File: src/rtl/vg_pkg.sv
package vg_pkg;
   typedef enum logic [1:0] {
      ST_FILL   = 2'd0,
      ST_DECIDE = 2'd1,
      ST_DRAIN  = 2'd2
   } vg_state_e;
endpackage

File: src/rtl/vg_energy_acc.sv
module vg_energy_acc #(
   parameter int SAMPLE_W = 16,
   parameter int ENERGY_W = 37
) (
   input  logic                       clk,
   input  logic                       rst_n,
   input  logic                       clr,
   input  logic                       add_en,
   input  logic signed [SAMPLE_W-1:0] sample,
   output logic [ENERGY_W-1:0]        energy
);
   localparam int SQ_W = 2 * SAMPLE_W;

   if (ENERGY_W < SQ_W) begin : g_bad_width
      $error("vg_energy_acc: ENERGY_W must hold at least one square");
   end

   logic signed [SQ_W-1:0] sq;
   logic [ENERGY_W-1:0]    acc;

   assign sq     = sample * sample;
   assign energy = acc;

   always_ff @(posedge clk) begin
      if (!rst_n || clr) acc <= '0;
      else if (add_en)   acc <= acc + {{(ENERGY_W-SQ_W){1'b0}}, sq};
   end

   // summing never wraps, so the total cannot shrink while adding
   assert_no_overflow_R3: assert property (@(posedge clk) disable iff (!rst_n)
      (add_en && !clr) |=> (energy >= $past(energy)));
endmodule

File: src/rtl/vg_seg_buffer.sv
module vg_seg_buffer #(
   parameter int SAMPLE_W = 16,
   parameter int DEPTH    = 32
) (
   input  logic                       clk,
   input  logic                       rst_n,
   input  logic                       clr,
   input  logic                       wr_en,
   input  logic signed [SAMPLE_W-1:0] wr_data,
   input  logic                       rd_adv,
   output logic signed [SAMPLE_W-1:0] rd_data
);
   localparam int AW = (DEPTH > 1) ? $clog2(DEPTH) : 1;

   if (DEPTH < 2) begin : g_bad_depth
      $error("vg_seg_buffer: DEPTH must be at least 2");
   end

   logic signed [SAMPLE_W-1:0] mem [DEPTH];
   logic [AW-1:0]              wr_ptr;
   logic [AW-1:0]              rd_ptr;

   always_ff @(posedge clk) begin
      if (!rst_n || clr) begin
         wr_ptr <= '0;
         rd_ptr <= '0;
      end else begin
         if (wr_en)  wr_ptr <= wr_ptr + 1'b1;
         if (rd_adv) rd_ptr <= rd_ptr + 1'b1;
      end
   end

   always_ff @(posedge clk) begin
      if (wr_en) mem[wr_ptr] <= wr_data;
   end

   assign rd_data = mem[rd_ptr];
endmodule

File: src/rtl/vg_preemph.sv
module vg_preemph #(
   parameter int SAMPLE_W = 16,
   parameter int SHIFT    = 4,
   parameter bit EMPH_EN  = 1'b1
) (
   input  logic                       clk,
   input  logic                       rst_n,
   input  logic                       hist_clr,
   input  logic                       adv,
   input  logic signed [SAMPLE_W-1:0] x,
   output logic signed [SAMPLE_W-1:0] y
);
   localparam int EW = SAMPLE_W + 2;

   if (SHIFT < 1 || SHIFT >= SAMPLE_W) begin : g_bad_shift
      $error("vg_preemph: SHIFT out of range");
   end

   if (EMPH_EN) begin : g_filter
      localparam logic signed [EW-1:0] MAXV = $signed({3'b000, {(SAMPLE_W-1){1'b1}}});
      localparam logic signed [EW-1:0] MINV = $signed({3'b111, {(SAMPLE_W-1){1'b0}}});

      logic signed [SAMPLE_W-1:0] hist;
      logic signed [EW-1:0]       xe, he, scaled, diff;

      always_ff @(posedge clk) begin
         if (!rst_n || hist_clr) hist <= '0;
         else if (adv)           hist <= x;
      end

      assign xe     = $signed({{2{x[SAMPLE_W-1]}}, x});
      assign he     = $signed({{2{hist[SAMPLE_W-1]}}, hist});
      assign scaled = he - (he >>> SHIFT);
      assign diff   = xe - scaled;

      always_comb begin
         if (diff > MAXV)      y = MAXV[SAMPLE_W-1:0];
         else if (diff < MINV) y = MINV[SAMPLE_W-1:0];
         else                  y = diff[SAMPLE_W-1:0];
      end
   end else begin : g_bypass
      assign y = x;
   end
endmodule

File: src/rtl/voice_gate_emph.sv
module voice_gate_emph #(
   parameter int SAMPLE_W = 16,
   parameter int MAX_SEG  = 32,
   parameter int SHIFT    = 4,
   parameter bit EMPH_EN  = 1'b1,
   parameter int LEN_W    = $clog2(MAX_SEG) + 2,
   parameter int ENERGY_W = 2 * SAMPLE_W + $clog2(MAX_SEG)
) (
   input  logic                       clk,
   input  logic                       rst_n,
   input  logic [LEN_W-1:0]           cfg_seg_len,
   input  logic [ENERGY_W-1:0]        cfg_thresh,
   input  logic                       in_valid,
   output logic                       in_ready,
   input  logic signed [SAMPLE_W-1:0] in_sample,
   output logic                       out_valid,
   input  logic                       out_ready,
   output logic signed [SAMPLE_W-1:0] out_sample,
   output logic                       out_first
);
   import vg_pkg::*;

   if (MAX_SEG < 2) begin : g_bad_seg
      $error("voice_gate_emph: MAX_SEG must be at least 2");
   end
   if (LEN_W <= $clog2(MAX_SEG + 1) - 1) begin : g_bad_len
      $error("voice_gate_emph: LEN_W too narrow for MAX_SEG");
   end

   localparam logic [LEN_W-1:0] MAX_LEN = LEN_W'(MAX_SEG);

   vg_state_e             state;
   logic [LEN_W-1:0]      cnt, len_q, eff_cfg, cur_len;
   logic [ENERGY_W-1:0]   thr_q, energy;
   logic                  in_fire, out_fire, keep, buf_clr, hist_clr;
   logic signed [SAMPLE_W-1:0] buf_data;

   assign eff_cfg  = (cfg_seg_len == '0 || cfg_seg_len > MAX_LEN) ? MAX_LEN : cfg_seg_len;
   assign cur_len  = (cnt == '0) ? eff_cfg : len_q;
   assign in_ready = (state == ST_FILL);
   assign out_valid = (state == ST_DRAIN);
   assign out_first = out_valid && (cnt == '0);
   assign in_fire  = in_valid && in_ready;
   assign out_fire = out_valid && out_ready;
   assign keep     = (energy >= thr_q);
   assign hist_clr = (state == ST_DECIDE) && keep;
   assign buf_clr  = ((state == ST_DECIDE) && !keep) ||
                     (out_fire && (cnt + 1'b1 == len_q));

   always_ff @(posedge clk) begin
      if (!rst_n) begin
         state <= ST_FILL;
         cnt   <= '0;
         len_q <= MAX_LEN;
         thr_q <= '0;
      end else begin
         case (state)
            ST_FILL: if (in_fire) begin
               if (cnt == '0) begin
                  len_q <= eff_cfg;
                  thr_q <= cfg_thresh;
               end
               if (cnt + 1'b1 == cur_len) begin
                  cnt   <= '0;
                  state <= ST_DECIDE;
               end else begin
                  cnt <= cnt + 1'b1;
               end
            end
            ST_DECIDE: begin
               cnt   <= '0;
               state <= keep ? ST_DRAIN : ST_FILL;
            end
            ST_DRAIN: if (out_fire) begin
               if (cnt + 1'b1 == len_q) begin
                  cnt   <= '0;
                  state <= ST_FILL;
               end else begin
                  cnt <= cnt + 1'b1;
               end
            end
            default: state <= ST_FILL;
         endcase
      end
   end

   vg_energy_acc #(.SAMPLE_W(SAMPLE_W), .ENERGY_W(ENERGY_W)) u_energy (
      .clk    (clk),
      .rst_n  (rst_n),
      .clr    (state == ST_DECIDE),
      .add_en (in_fire),
      .sample (in_sample),
      .energy (energy)
   );

   vg_seg_buffer #(.SAMPLE_W(SAMPLE_W), .DEPTH(MAX_SEG)) u_buf (
      .clk     (clk),
      .rst_n   (rst_n),
      .clr     (buf_clr),
      .wr_en   (in_fire),
      .wr_data (in_sample),
      .rd_adv  (out_fire),
      .rd_data (buf_data)
   );

   vg_preemph #(.SAMPLE_W(SAMPLE_W), .SHIFT(SHIFT), .EMPH_EN(EMPH_EN)) u_emph (
      .clk      (clk),
      .rst_n    (rst_n),
      .hist_clr (hist_clr),
      .adv      (out_fire),
      .x        (buf_data),
      .y        (out_sample)
   );

   // a partly filled segment never counts past its latched length
   assert_cnt_bound_R2: assert property (@(posedge clk) disable iff (!rst_n)
      (state == ST_FILL && cnt != '0) |-> (cnt < len_q));
   // every replay opens with the segment marker
   assert_first_marker_R5: assert property (@(posedge clk) disable iff (!rst_n)
      $rose(out_valid) |-> out_first);
   // output held steady under backpressure
   assert_stall_hold_R9: assert property (@(posedge clk) disable iff (!rst_n)
      (out_valid && !out_ready) |=> (out_valid && $stable(out_sample) && $stable(out_first)));
   // intake and replay never overlap
   assert_no_overlap_R9: assert property (@(posedge clk) disable iff (!rst_n)
      !(in_ready && out_valid));
endmodule

File: config.mk
export PLATFORM = sky130hd
export DESIGN_NAME = voice_gate_emph
export DESIGN_NICKNAME = d
export VERILOG_FILES = /design/src/rtl/vg_pkg.sv /design/src/rtl/vg_energy_acc.sv /design/src/rtl/vg_seg_buffer.sv /design/src/rtl/vg_preemph.sv /design/src/rtl/voice_gate_emph.sv
export SDC_FILE = /design/constraint.sdc
export NUM_CORES = 1
export LEC_CHECK = 0
export BUFFER_PORTS_ARGS = -buffer_cell sky130_fd_sc_hd__buf_2
export CORE_MARGIN = 2
export CORE_UTILIZATION = 53
export CTS_CLUSTER_DIAMETER = 200
export DETAILED_ROUTE_END_ITERATION = 12
export PLACE_DENSITY = 0.68
export SLEW_MARGIN = 0
export SYNTH_ARGS = -nofsm -noshare
export SYNTH_HDL_FRONTEND = slang
export SYNTH_HIERARCHICAL = 1
export SYNTH_SLANG_ARGS = --single-unit
File: constraint.sdc
create_clock -name clk -period 10.6 [get_ports clk]
set_input_delay 2.65 -clock clk [delete_from_list [all_inputs] [get_ports clk]]
set_output_delay 2.65 -clock clk [all_outputs]
set_load 0.02 [all_outputs]
### Yosys cells after proc, flatten, opt, wreduce, memory -nomap -nowiden

Memory sizes are Yosys's and may differ from the RTL's. A register that Yosys moved wholly into a read port is not among the register bits.
Cells that the tools add are included.

| storage, ports and cells | value |
|---|---|
| register bits after elaboration | 116 |
| latch bits | 0 |
| memory bits (writable) | 512 |
| memory bits (read-only) | 0 |
| input port bits | 64 |
| output and inout bits | 19 |
| logic and storage cells | 68 |
| memories | 1 |

Memory list:

| memory | words | width | rd ports | clocked after memory_dff | wr ports | RTL line | text |
|---|---|---|---|---|---|---|---|
| u_buf.mem | 32 | 16 | 1 | 1 | 1 | vg_seg_buffer.sv:19 | `logic signed [SAMPLE_W-1:0] mem [DEPTH];` |

| cells by class | value |
|---|---|
| $add $sub $neg | 6 |
| $mul | 1 |
| div/mod/pow operators | 0 |
| $lt $le $gt $ge | 4 |
| equality and inequality tests | 8 |
| shift operators | 0 |
| multiplexer cells | 19 |
| bitwise gates (word level) | 0 |
| reduce and logical (&&, ||, !) cells | 21 |

Operators by type and width:

| kind | count |
|---|---|
| $mux W7 | 6 |
| $add A37 B32 Y37 | 1 |
| $ge A37 B37 Y1 | 1 |
| $mul A16 B16 Y32 | 1 |
| $mux W16 | 2 |
| $pmux W7 S3 | 1 |
| $gt A18 B16 Y1 const B | 1 |
| $lt A18 B16 Y1 const B | 1 |
| $sub A16 B17 Y18 | 1 |
| $sub A16 B12 Y17 | 1 |
| $eq A7 B7 Y1 | 2 |
| $logic_not A7 Y1 | 2 |
| $add A5 B1 Y5 const B | 2 |
| $mux W2 | 5 |
| $mux W5 | 2 |
| $ne A2 B1 Y1 const B | 4 |
| $add A7 B1 Y7 const B | 1 |
| $gt A7 B6 Y1 const B | 1 |
| $logic_and A1 B1 Y1 | 6 |
| $pmux W2 S3 | 1 |
| $reduce_and A3 Y1 | 2 |
| $logic_or A1 B1 Y1 | 5 |
| $reduce_and A4 Y1 | 1 |
| $reduce_bool A3 Y1 | 1 |
| other kinds (6) | 8 |

### Longest topological paths before layout

Gate-level depths: netlist of run 1.

| logic depth | value |
|---|---|
| word-level depth | 8 |
| mapped depth | 33 |
| gate-level depth less buffers | 32 |

### By module

The synthesis of run 1 kept the hierarchy.

By module, submodules not included:

| module | instances | cells an instance | area an instance (um^2) | seq. area each (um^2) |
|---|---|---|---|---|
| vg_seg_buffer | 1 | 1,181 | 20,751.2 | 15,675.0 |
| vg_energy_acc | 1 | 1,359 | 11,918.9 | 740.7 |
| voice_gate_emph | 1 | 454 | 3,564.7 | 1,061.0 |
| vg_preemph | 1 | 281 | 2,232.1 | 320.3 |

### Least setup slack after synthesis of run 1

OpenSTA, ideal clock, no wires.

| timing path | value |
|---|---|
| path type | input to register |
| start point | input port in_sample[4] |
| end point | register u_energy.acc[29] (netlist: u_energy/energy[29]) |
| setup time | 0.129 ns |
| arrival | 9.874 ns |
| required time | 10.471 ns |
| slack | 0.597 ns |
| stages | 29 |
| path through | clkbuf_1 -> clkbuf_1 -> nand2_1 -> fa_1 -> inv_1 -> fa_1 -> fa_1 -> fa_1 -> fa_1 -> inv_1 -> fa_1 -> inv_1 -> ha_1 -> and3_1 -> a32oi_1 -> a31oi_1 -> o21ai_0 -> nand2b_1 -> a21oi_1 -> xnor2_1 -> ha_1 -> and3_1 -> and3_1 -> a221o_1 -> nor3_1 -> a21oi_1 -> o211a_1 -> a2111oi_0 -> o21ai_1 |

| on the way | value |
|---|---|
| longest elaborated chain between the ends | 2 |

RTL lines:

| element | RTL line | text |
|---|---|---|
| from (decl) | voice_gate_emph.sv:15 | `input logic signed [SAMPLE_W-1:0] in_sample,` |
| $mul A16 B16 Y32 | vg_energy_acc.sv:21 | `assign sq = sample * sample;` |
| $add A37 B32 Y37 | vg_energy_acc.sv:26 | `else if (add_en) acc <= acc + {{(ENERGY_W-SQ_W){1'b0}}, sq};` |
| to (signal assigned) | vg_energy_acc.sv:26 |  |
| to (decl) | vg_energy_acc.sv:19 | `logic [ENERGY_W-1:0] acc;` |

Every way passes these cells.
A chain may end at the register's enable or synchronous reset.

### Worst setup path after layout of run 1

| timing path | value |
|---|---|
| start point | input port in_sample[1] |
| end point | register u_energy.acc[36] (netlist: u_energy/energy[36]) |

The elaborated chain is that of the path after synthesis.

==> results.md, run 1 <==
Min path:
- The hold path startpoint is thr_q[9]$_SDFFE_PN0P_.
- The terminating pin of the worst hold path is thr_q[9]$_SDFFE_PN0P_.
- The type of the worst min-delay path is flop to flop.
- The worst hold path was traced through 2 stages.

Yosys:
- The share of the synthesized area in compound gates (AO/OA/AOI/OAI) was 0.0931.
- Of the total synthesized cell area, the portion taken by AND, OR, NAND and NOR gates is 0.0861.
- The share of async-settable or async-resettable flops after synthesis is 0.
- In the synthesized netlist, the number of instances is between 3k and 4k.
- The number of warnings issued by yosys is 6.
- After synthesis, the largest family of logic cells by area is adder cells.
- The distinct cell type count after synthesis is 93.
- In this run, synthesis produced a sequential element count of 633.
- After synthesis, the mean cell area works out to 11.7 sq um.
- The number of enable-type register cells in the synthesized netlist is approximately 500.
- The XOR/XNOR share of the synthesized area is 0.0227.
- After synthesis, the share of cell area in mux cells is 0.0772.
- The sequential element share of the synthesized area is 0.463.
- Of the total synthesized cell area, the portion taken by full adders, half adders and majority gates is 0.192.
- The cell area after technology mapping is 38500 sq um.
- In the synthesized netlist the dominant register cell turns out to be sky130_fd_sc_hd__edfxtp_1.
- Synthesis produced a netlist with a net count of 3779.

Setup path:
- The register-to-register setup slack is between 7000 and 8000 ps.
- The data arrival time at the worst-slack endpoint is approximately 11000 ps.
- The depth of the worst register-to-register path is 10.
- In this run the critical register-to-register path is launched from thr_q[18]$_SDFFE_PN0P_.
- The element type at the critical path end is a flop.
- The peak fanout along the critical path is 21.
- For this design, the slowest cell found on the critical path is sky130_fd_sc_hd__fa_1.
- The startpoint kind of the worst setup timing path is an input port.
- The largest stage delay on the critical path is between 500 and 600 ps.
- Data on the critical path is required at its endpoint by about 11000 ps.
- The startpoint-to-endpoint class of the critical path is input port to flop.
- The capture point of the worst reg-to-reg path is u_emph/g_filter.hist[8]$_SDFFE_PP0P_.

STA:
- The number of hold violations in the final report is 0.
- Timing would allow up to approximately 99 MHz.
- The relative slew slack is 0.240.
- The transition at the pin with the smallest max-transition slack is 1140 ps.
- The final number of max-transition violations is 0.
- Setup repair after global routing left no endpoint under its margin.
- In the finished design, the share of the clock period the worst path needs comes to 0.950.
- The clock arrives with roughly 23 ps of skew.
- Setup total negative slack on the finished layout was measured at 0 ps.
- Setup violations remaining at the end of the flow were counted as 0.
- For the finished layout, the period the worst path requires is slightly above 10000 ps.

Drt:
- The number of vias in the routed layout is around 25k.
- For this block, the routed nets add up to around 90 mm of wire.
- The residual DRC count is 0.
- The residual antenna-violating net count after detailed routing is 0.
- The detailed-routing iteration count for the pre-antenna-repair pass is 7.
- In this run, the number of DRC markers left after iteration 0 of detailed routing was roughly 1.9k.
- The average wire length per cell after detail routing is a little over 20 microns.
- The via density per instance is between 5 and 6.

Floorplanning:
- The floorplan step set the die width to ~270 microns.
- For this configuration, the core starts out at a cell density of 0.536.
- The count of boundary I/O pins is 83.
- The vertical extent of the die is around 270 microns.
- The floorplan step defined a core boundary enclosing 71700 sq um.
- The die covers 74800 sq um.
- The number of rows in the core area is 98.

Clock tree:
- The clock passes through at most 3 buffers.
- TritonCTS built the clock tree.
- The number of gates resized after CTS is 0.
- The H-tree was split into 3 levels.
- Clock tree synthesis found a total of around 630 sinks.
- The post-cts hold buffer count is 0.
- After clock tree synthesis, the clock-pin slew on the worst setup and hold paths is 60 ps.
- Post-CTS timing repair inserted 0 buffers for setup.
- Counting the buffers created by CTS gives just under 70.
- The cell chosen for the clock root is sky130_fd_sc_hd__clkbuf_16.
- The clock insertion delay at the later pin of the skew report is between 600 and 700 ps.

Global route:
- In the global route stage, overall resource usage came out at 0.248.
- The initial antenna violation count is 5.
- The total overflow left after global routing is 0.
- Entering global routing, the biggest net connects 88 pins.
- The first global-routing pass estimated between 100 and 150 mm of wire.
- The via count of the first global-routing pass was about 26k.

Run status:
- The run finished with clean final reports.

Final layout:
- The filler cells instantiated in the layout total 5715.
- The net count of the finished layout is 3907.
- The area added between synthesis and finish is 10.0%.
- Measured on the finished design, the core utilization comes to 0.590.
- In the final layout, the share of cells above drive strength 1 is 0.0978.

Placed design:
- Buffers placed on the I/O ports in this run total 82.
- The placed wire-length estimate after detailed placement is 63.8 mm.
- The routability-driven placement congestion ratio is just under 0.9.

Job:
- Across the run, the number of max-cap violations was 0.
flip-flops by register name (all words and copies together) (netlist names), named ones only:
signal	cells
cnt	7
len_q	7
state	2
thr_q	37
u_buf/mem	512
u_buf/rd_ptr	5
u_buf/wr_ptr	5
u_emph/g_filter.hist	16
u_energy/energy	37
per-stage QoR:
step / setup slack, ps / cells / hold WS, ps / instance area [sq um]
6_report: 525 / 4409 / 468 / 42300
5_1_grt: 14.8 / 4407 / 486 / 42300
4_1_cts: 610 / 4407 / 469 / 42300
3_5_place_dp: 34.5 / 4282 / 461 / 40100
3_3_place_gp: 133 / 4282 / 456 / 40100
2_1_floorplan: 597 / 3275 / 443 / 38500
critical path: cells and delay by family:
kind | cells | cell delay [ps]
adder cells (fa/ha/maj) | 8 | 3330
AND/OR/NAND/NOR | 6 | 1200
AO/OA/AOI/OAI | 10 | 2400
XOR/XNOR | 1 | 140
buffers and inverters | 7 | 830
how the worst max path moves through the flow:
stage / slack (ps) / cells past startpoint / start / endpoint
after floorplan: 600 / 29 / in_sample[4] / u_energy/energy[29]$_SDFFE_PP0P_
after global placement: 130 / 32 / in_sample[1] / u_energy/energy[35]$_SDFFE_PP0P_
after detailed placement: 30 / 32 / in_sample[1] / u_energy/energy[36]$_SDFFE_PP0P_
after CTS: 610 / 32 / in_sample[1] / u_energy/energy[36]$_SDFFE_PP0P_
after global routing: 10 / 30 / in_sample[2] / u_energy/energy[29]$_SDFFE_PP0P_
final: 530 / 32 / in_sample[1] / u_energy/energy[36]$_SDFFE_PP0P_
routing by layer:
layer | GRT usage | wire, microns
met1 | 0.334 | 38700
met2 | 0.422 | 44200
met3 | 0.0357 | 5210
met4 | 0.0673 | 2020
met5 | 0 | 26
cell usage after synthesis (11+ instances only):
cell type	n	share of area
sky130_fd_sc_hd__edfxtp_1	512	0.40
sky130_fd_sc_hd__inv_1	454	0.044
sky130_fd_sc_hd__mux2i_1	292	0.076
sky130_fd_sc_hd__nand2_1	260	0.025
sky130_fd_sc_hd__fa_1	253	0.13
sky130_fd_sc_hd__ha_1	187	0.061
sky130_fd_sc_hd__nor2_1	179	0.017
sky130_fd_sc_hd__a21oi_1	122	0.016
sky130_fd_sc_hd__dfxtp_1	121	0.063
sky130_fd_sc_hd__a22oi_1	67	0.013
sky130_fd_sc_hd__xnor2_1	67	0.015
sky130_fd_sc_hd__nand3_1	60	0.0078
sky130_fd_sc_hd__clkbuf_1	57	0.0056
sky130_fd_sc_hd__o21ai_0	54	0.0070
sky130_fd_sc_hd__and2_1	48	0.0078
sky130_fd_sc_hd__a21boi_0	41	0.0080
sky130_fd_sc_hd__nand4_1	40	0.0065
sky130_fd_sc_hd__a21o_1	39	0.0076
sky130_fd_sc_hd__a22o_1	32	0.0073
sky130_fd_sc_hd__a31oi_1	29	0.0047
sky130_fd_sc_hd__nor3_1	29	0.0038
sky130_fd_sc_hd__xor2_1	27	0.0061
sky130_fd_sc_hd__buf_2	26	0.0034
sky130_fd_sc_hd__buf_4	22	0.0043
sky130_fd_sc_hd__a211oi_1	17	0.0033
sky130_fd_sc_hd__nand2b_1	17	0.0028
sky130_fd_sc_hd__and3_1	16	0.0026
sky130_fd_sc_hd__o21a_1	16	0.0031
sky130_fd_sc_hd__nor2b_1	13	0.0021
sky130_fd_sc_hd__or3_1	11	0.0018
cells in the final DEF, fill, tap and decap left out, drive strengths merged, types with 40 or more instances in the layout:
cell      n
and2     48
nor2    180
dfxtp   121
clkbuf   93
a22oi    68
a21oi   126
fa      253
nand3    60
a21o     40
mux2i   292
xnor2    68
nand2   260
nand4    40
ha      187
inv     460
buf     188
edfxtp  512
o21ai    64
a21boi   41
cell type report:
class	instances	area [sq um]	share of cell area
Antenna cell	2	5.00	0.000118
Clock buffer	93	1900	0.0448
Clock inverter	32	318	0.00751
Inverter	455	1710	0.0404
Multi-Input combinational cell	2056	18200	0.429
Sequential cell	633	17800	0.421
Tap cell	950	1190	0.0281
Timing Repair Buffer	188	1240	0.0294
cell families (layout without fill, tap and decap cells):
family | Yosys count | count (layout)
buffers and inverters | 586 | 768
DFF | 633 | 633
and+or+nand+nor | 711 | 711
other | 0 | 2
muxes | 296 | 296
AOI/OAI and AO/OA | 512 | 512
xor gates and xnor gates | 97 | 97
adders and majority gates | 440 | 440
Power of run 1 is left out: the tool's default activity adds up to more than one toggle a clock period on the data nets, which glitch-free logic cannot reach.
==> run 2, diff against run 1 <==
--- a/config.mk
+++ b/config.mk
@@ -5,6 +5,7 @@
 export SDC_FILE = /design/constraint.sdc
 export NUM_CORES = 1
 export LEC_CHECK = 0
+export ABC_CLOCK_PERIOD_IN_PS = 10600
 export BUFFER_PORTS_ARGS = -buffer_cell sky130_fd_sc_hd__buf_2
 export CORE_MARGIN = 2
 export CORE_UTILIZATION = 53
@@ -14,5 +15,4 @@
 export SLEW_MARGIN = 0
 export SYNTH_ARGS = -nofsm -noshare
 export SYNTH_HDL_FRONTEND = slang
-export SYNTH_HIERARCHICAL = 1
 export SYNTH_SLANG_ARGS = --single-unit
==> results.md, run 2 <==
Setup path:
- The startpoint-to-endpoint class of the critical path is input port to flop (unchanged).
- The element type at the critical path end is a flop (unchanged).
- The peak fanout along the critical path is 21 (unchanged).
- The data arrival time at the worst-slack endpoint is 10500 ps (was 10550 ps).
- The critical path required time is 11130 ps (was 11080 ps).
- The library cell appearing most often on the critical path is sky130_fd_sc_hd__fa_1.
- The largest stage delay on the critical path is 580 ps (about the same).
- The startpoint kind of the worst setup timing path was an input port (unchanged).
- The cell with the biggest individual delay on the critical path is sky130_fd_sc_hd__fa_1 (unchanged).

Drt:
- The residual DRC count is 0 (unchanged).
- The final routed wirelength across all metal layers came to 86.7 mm (was 90.1 mm).
- The topmost layer with routed signal wires is met5 (unchanged).
- The met1 wire length is 33.7 mm (was 38.7 mm).
- The average wire length per cell after detail routing is 21.7 microns (was 20.4 microns).
- The met3 layer wire length in the routed design is 5.78 mm (was 5.21 mm).
- The number of vias in the routed layout is 22.9k (was 25.0k).
- The via density per instance was 5.73 (was 5.66).
- The iteration-0 DRC count of the detailed router is 1786 (was 1862).
- The routed wire length on met2 came to 44.3 mm (was 44.2 mm).
- The residual antenna-violating net count after detailed routing came to 0 (unchanged).
- The detailed-routing iteration count for the pre-antenna-repair pass is 5 (was 7).

Global route:
- The aggregate global routing overflow is 0 (unchanged).
- The initial antenna violation count is 5 (unchanged).
- The via count of the first global-routing pass is 24.2k (was 25.6k).
- The pin count of the biggest net entering global routing is 68 (was 88).
- The total routing resource utilization after global routing is 0.249 (was 0.248).
- The first-pass GRT wire length is 135 mm (was 144 mm).

Floorplanning:
- The area of the core came to 69700 sq um (was 71700 sq um).
- The count of boundary I/O pins came to 83 (unchanged).
- The total die area is 72200 sq um (was 74800 sq um).
- The chip width is 269 microns (was 273 microns).
- The initial cell density of the core is 0.533 (was 0.536).
- The vertical extent of the die came to 269 microns (was 273 microns).
- The number of rows in the core area is 97 (was 98).

STA:
- The worst-case hold slack was 456 ps (was 468 ps).
- The setup slack of the critical path after layout was 626 ps (was 525 ps).
- The relative slew slack is 0.221 (was 0.240).
- The final critical path time including I/O delays and setup is 9970 ps (was 10070 ps).
- The count of endpoints failing setup in the final report is 0 (unchanged).
- The final worst clock skew is 22.9 ps (was 23.2 ps).
- The sum of negative setup slack came to 0 ps (unchanged).
- The transition at the pin with the smallest max-transition slack came to 1170 ps (was 1140 ps).
- The final number of max-transition violations is 0 (unchanged).
- RSZ-0062 raised after global routing: no (unchanged).
- The maximum clock frequency was 100 MHz (was 99.3 MHz).
- The number of hold violations in the final report was 0 (unchanged).
- The fraction of the cycle the final worst path needs is 0.941 (was 0.950).

Final layout:
- The filler cell count is 5487 (was 5715).
- The area added between synthesis and finish is 10.6% (was 10.0%).
- The most flop-heavy register is u_buf.mem (was u_buf/mem).
- The leading cell type in the layout, fill and taps excluded is sky130_fd_sc_hd__edfxtp_1 (unchanged).
- The number of nets at the end of the flow is 3513 (was 3907).
- The number of flip-flops in the largest register is 512 (unchanged).
- The cell area after layout came to 41100 sq um (was 42300 sq um).
- The proportion of layout cells with a drive suffix above 1 came to 0.150 (was 0.0978).
- Most used cells in the layout excluding fill and tap cells: sky130_fd_sc_hd__edfxtp_1, sky130_fd_sc_hd__inv_1, sky130_fd_sc_hd__nand2_1 (was sky130_fd_sc_hd__edfxtp_1, sky130_fd_sc_hd__inv_1, sky130_fd_sc_hd__mux2i_1).

Yosys:
- The cell area after technology mapping was 37200 sq um (was 38500 sq um).
- Cells taking the most area after synthesis: sky130_fd_sc_hd__edfxtp_1, sky130_fd_sc_hd__fa_1, sky130_fd_sc_hd__mux4_2, sky130_fd_sc_hd__dfxtp_1, sky130_fd_sc_hd__ha_1 (was sky130_fd_sc_hd__edfxtp_1, sky130_fd_sc_hd__fa_1, sky130_fd_sc_hd__mux2i_1, sky130_fd_sc_hd__dfxtp_1, sky130_fd_sc_hd__ha_1).
- The number of register bits inferred by synthesis is 633 (unchanged).
- The most repeated cell in the gate-level netlist after synthesis is sky130_fd_sc_hd__edfxtp_1 (unchanged).
- The average instance area after synthesis is 12.9 sq um (was 11.7 sq um).
- The number of warnings issued by yosys came to 0 (was 6).
- The share of async-settable or async-resettable flops after synthesis was 0 (unchanged).
- The number of enable-type register cells in the synthesized netlist is 512 (unchanged).
- Most used standard cells in the synthesized netlist: sky130_fd_sc_hd__edfxtp_1, sky130_fd_sc_hd__inv_1, sky130_fd_sc_hd__nand2_1 (was sky130_fd_sc_hd__edfxtp_1, sky130_fd_sc_hd__inv_1, sky130_fd_sc_hd__mux2i_1).
- The dominant synthesized flop cell is sky130_fd_sc_hd__edfxtp_1 (unchanged).
- The area share of the largest cell type after synthesis is 0.414 (was 0.400).
- The sequential element share of the synthesized area is 0.479 (was 0.463).
- The total nets after synthesis was 3376 (was 3779).
- The cell count after synthesis is 2872 (was 3275).
- The largest area contributor in the netlist was sky130_fd_sc_hd__edfxtp_1 (unchanged).
- The distinct cell type count after synthesis was 85 (was 93).

Placed design:
- The placed wire-length estimate after detailed placement is 61.0 mm (was 63.8 mm).
- The worst slack at placement was 137 ps (was 34.5 ps).
- The routability-driven placement congestion ratio is 0.866 (was 0.865).
- The instance area after placement is 39000 sq um (was 40100 sq um).
- The count of input and output buffers was 82 (unchanged).

Clock tree:
- The number of sinks on the clock net is 633 (unchanged).
- The TritonCTS clock tree is built (unchanged).
- The cell chosen for the clock root was sky130_fd_sc_hd__clkbuf_16 (unchanged).
- The number of buffers inserted by post-CTS setup repair was 0 (unchanged).
- The number of buffers created by CTS is 66 (was 69).
- The clock-pin slew on the worst setup and hold paths is 60 ps (about the same).
- The post-cts hold buffer count is 0 (unchanged).
- The maximum number of buffers from clock root to sink was 3 (unchanged).
- The number of gates resized after CTS is 0 (unchanged).
- The clock insertion delay at the later pin of the skew report is 600 ps (was 610 ps).
- The depth of the CTS H-tree was 3 (unchanged).

Min path:
- The type of the worst min-delay path is flop to flop (unchanged).

Job:
- The max-capacitance violation count came to 0 (unchanged).

Run status:
- Run status: finished, final reports clean (unchanged).
==> run 2: cell types whose count changed after synthesis, sizes merged, moves of 37 or more <==
cell / delta
mux2i: -272
mux4: +160
a22oi: -63
buf: -48
nor2: -41
a21boi: -37
==> run 2: worst paths after layout <==
| path | cells past startpoint | slack [ps] | startpoint | endpoint |
|---|---|---|---|---|
| hold / removal | 2 | 460 | thr_q[32]$_SDFFE_PN0P_ | thr_q[32]$_SDFFE_PN0P_ |
| setup / recovery | 27 | 630 | in_sample[3] | u_energy.energy[31]$_SDFFE_PP0P_ |
| setup reg to reg | 7 | 7080 | flop | u_emph.g_filter.hist[8]$_SDFFE_PP0P_ |
| hold reg to reg | 2 | 460 | thr_q[32]$_SDFFE_PN0P_ | thr_q[32]$_SDFFE_PN0P_ |
==> run 2: cells by family (layout without fill, tap and decap cells) <==
kind of cell	count (synthesis)	count (layout)	share of synthesized area
buffers and inverters	527	712	0.0543
AND/OR/NAND/NOR	619	619	0.0771
flip-flops	633	633	0.479
XOR/XNOR	93	93	0.0223
adder cells (fa/ha/maj)	440	440	0.199
multiplexers	183	183	0.103
AO/OA/AOI/OAI	377	377	0.0650
other	0	1	0
==> run 2: area by class of cell <==
class                   instances  area [sq um]  area share
diodes                          1          2.50   0.0000609
clock buffers                  87          1750      0.0426
clock inverters                29           300     0.00731
inverters                     424          1590      0.0387
multi-input cells            1712         17300       0.422
flip-flops and latches        633         17800       0.433
well taps                     940          1180      0.0286
repair buffers                172          1120      0.0273
==> run 2: layer usage <==
layer	global-route usage	up-vias
met1	0.314	11700
met2	0.431	721
li1	-	10400
met4	0.0890	4
met3	0.0461	154
met5	0	-
==> run 2: stage by stage <==
step                std cells  utilization
floorplan                2872            -
global placement         3881        0.560
CTS                      3997        0.590
finish                   3998        0.590
global route             3997        0.590
detailed placement       3881        0.560
==> run 2: worst max-delay path, delay by kind of cell <==
kind,cells,cell delay [ps]
AOI/OAI and AO/OA,13,2940
xor gates and xnor gates,1,160
adders and majority gates,8,3770
buffers and inverters,2,500
and+or+nand+nor,3,450
Power of run 2 is left out for the same reason.
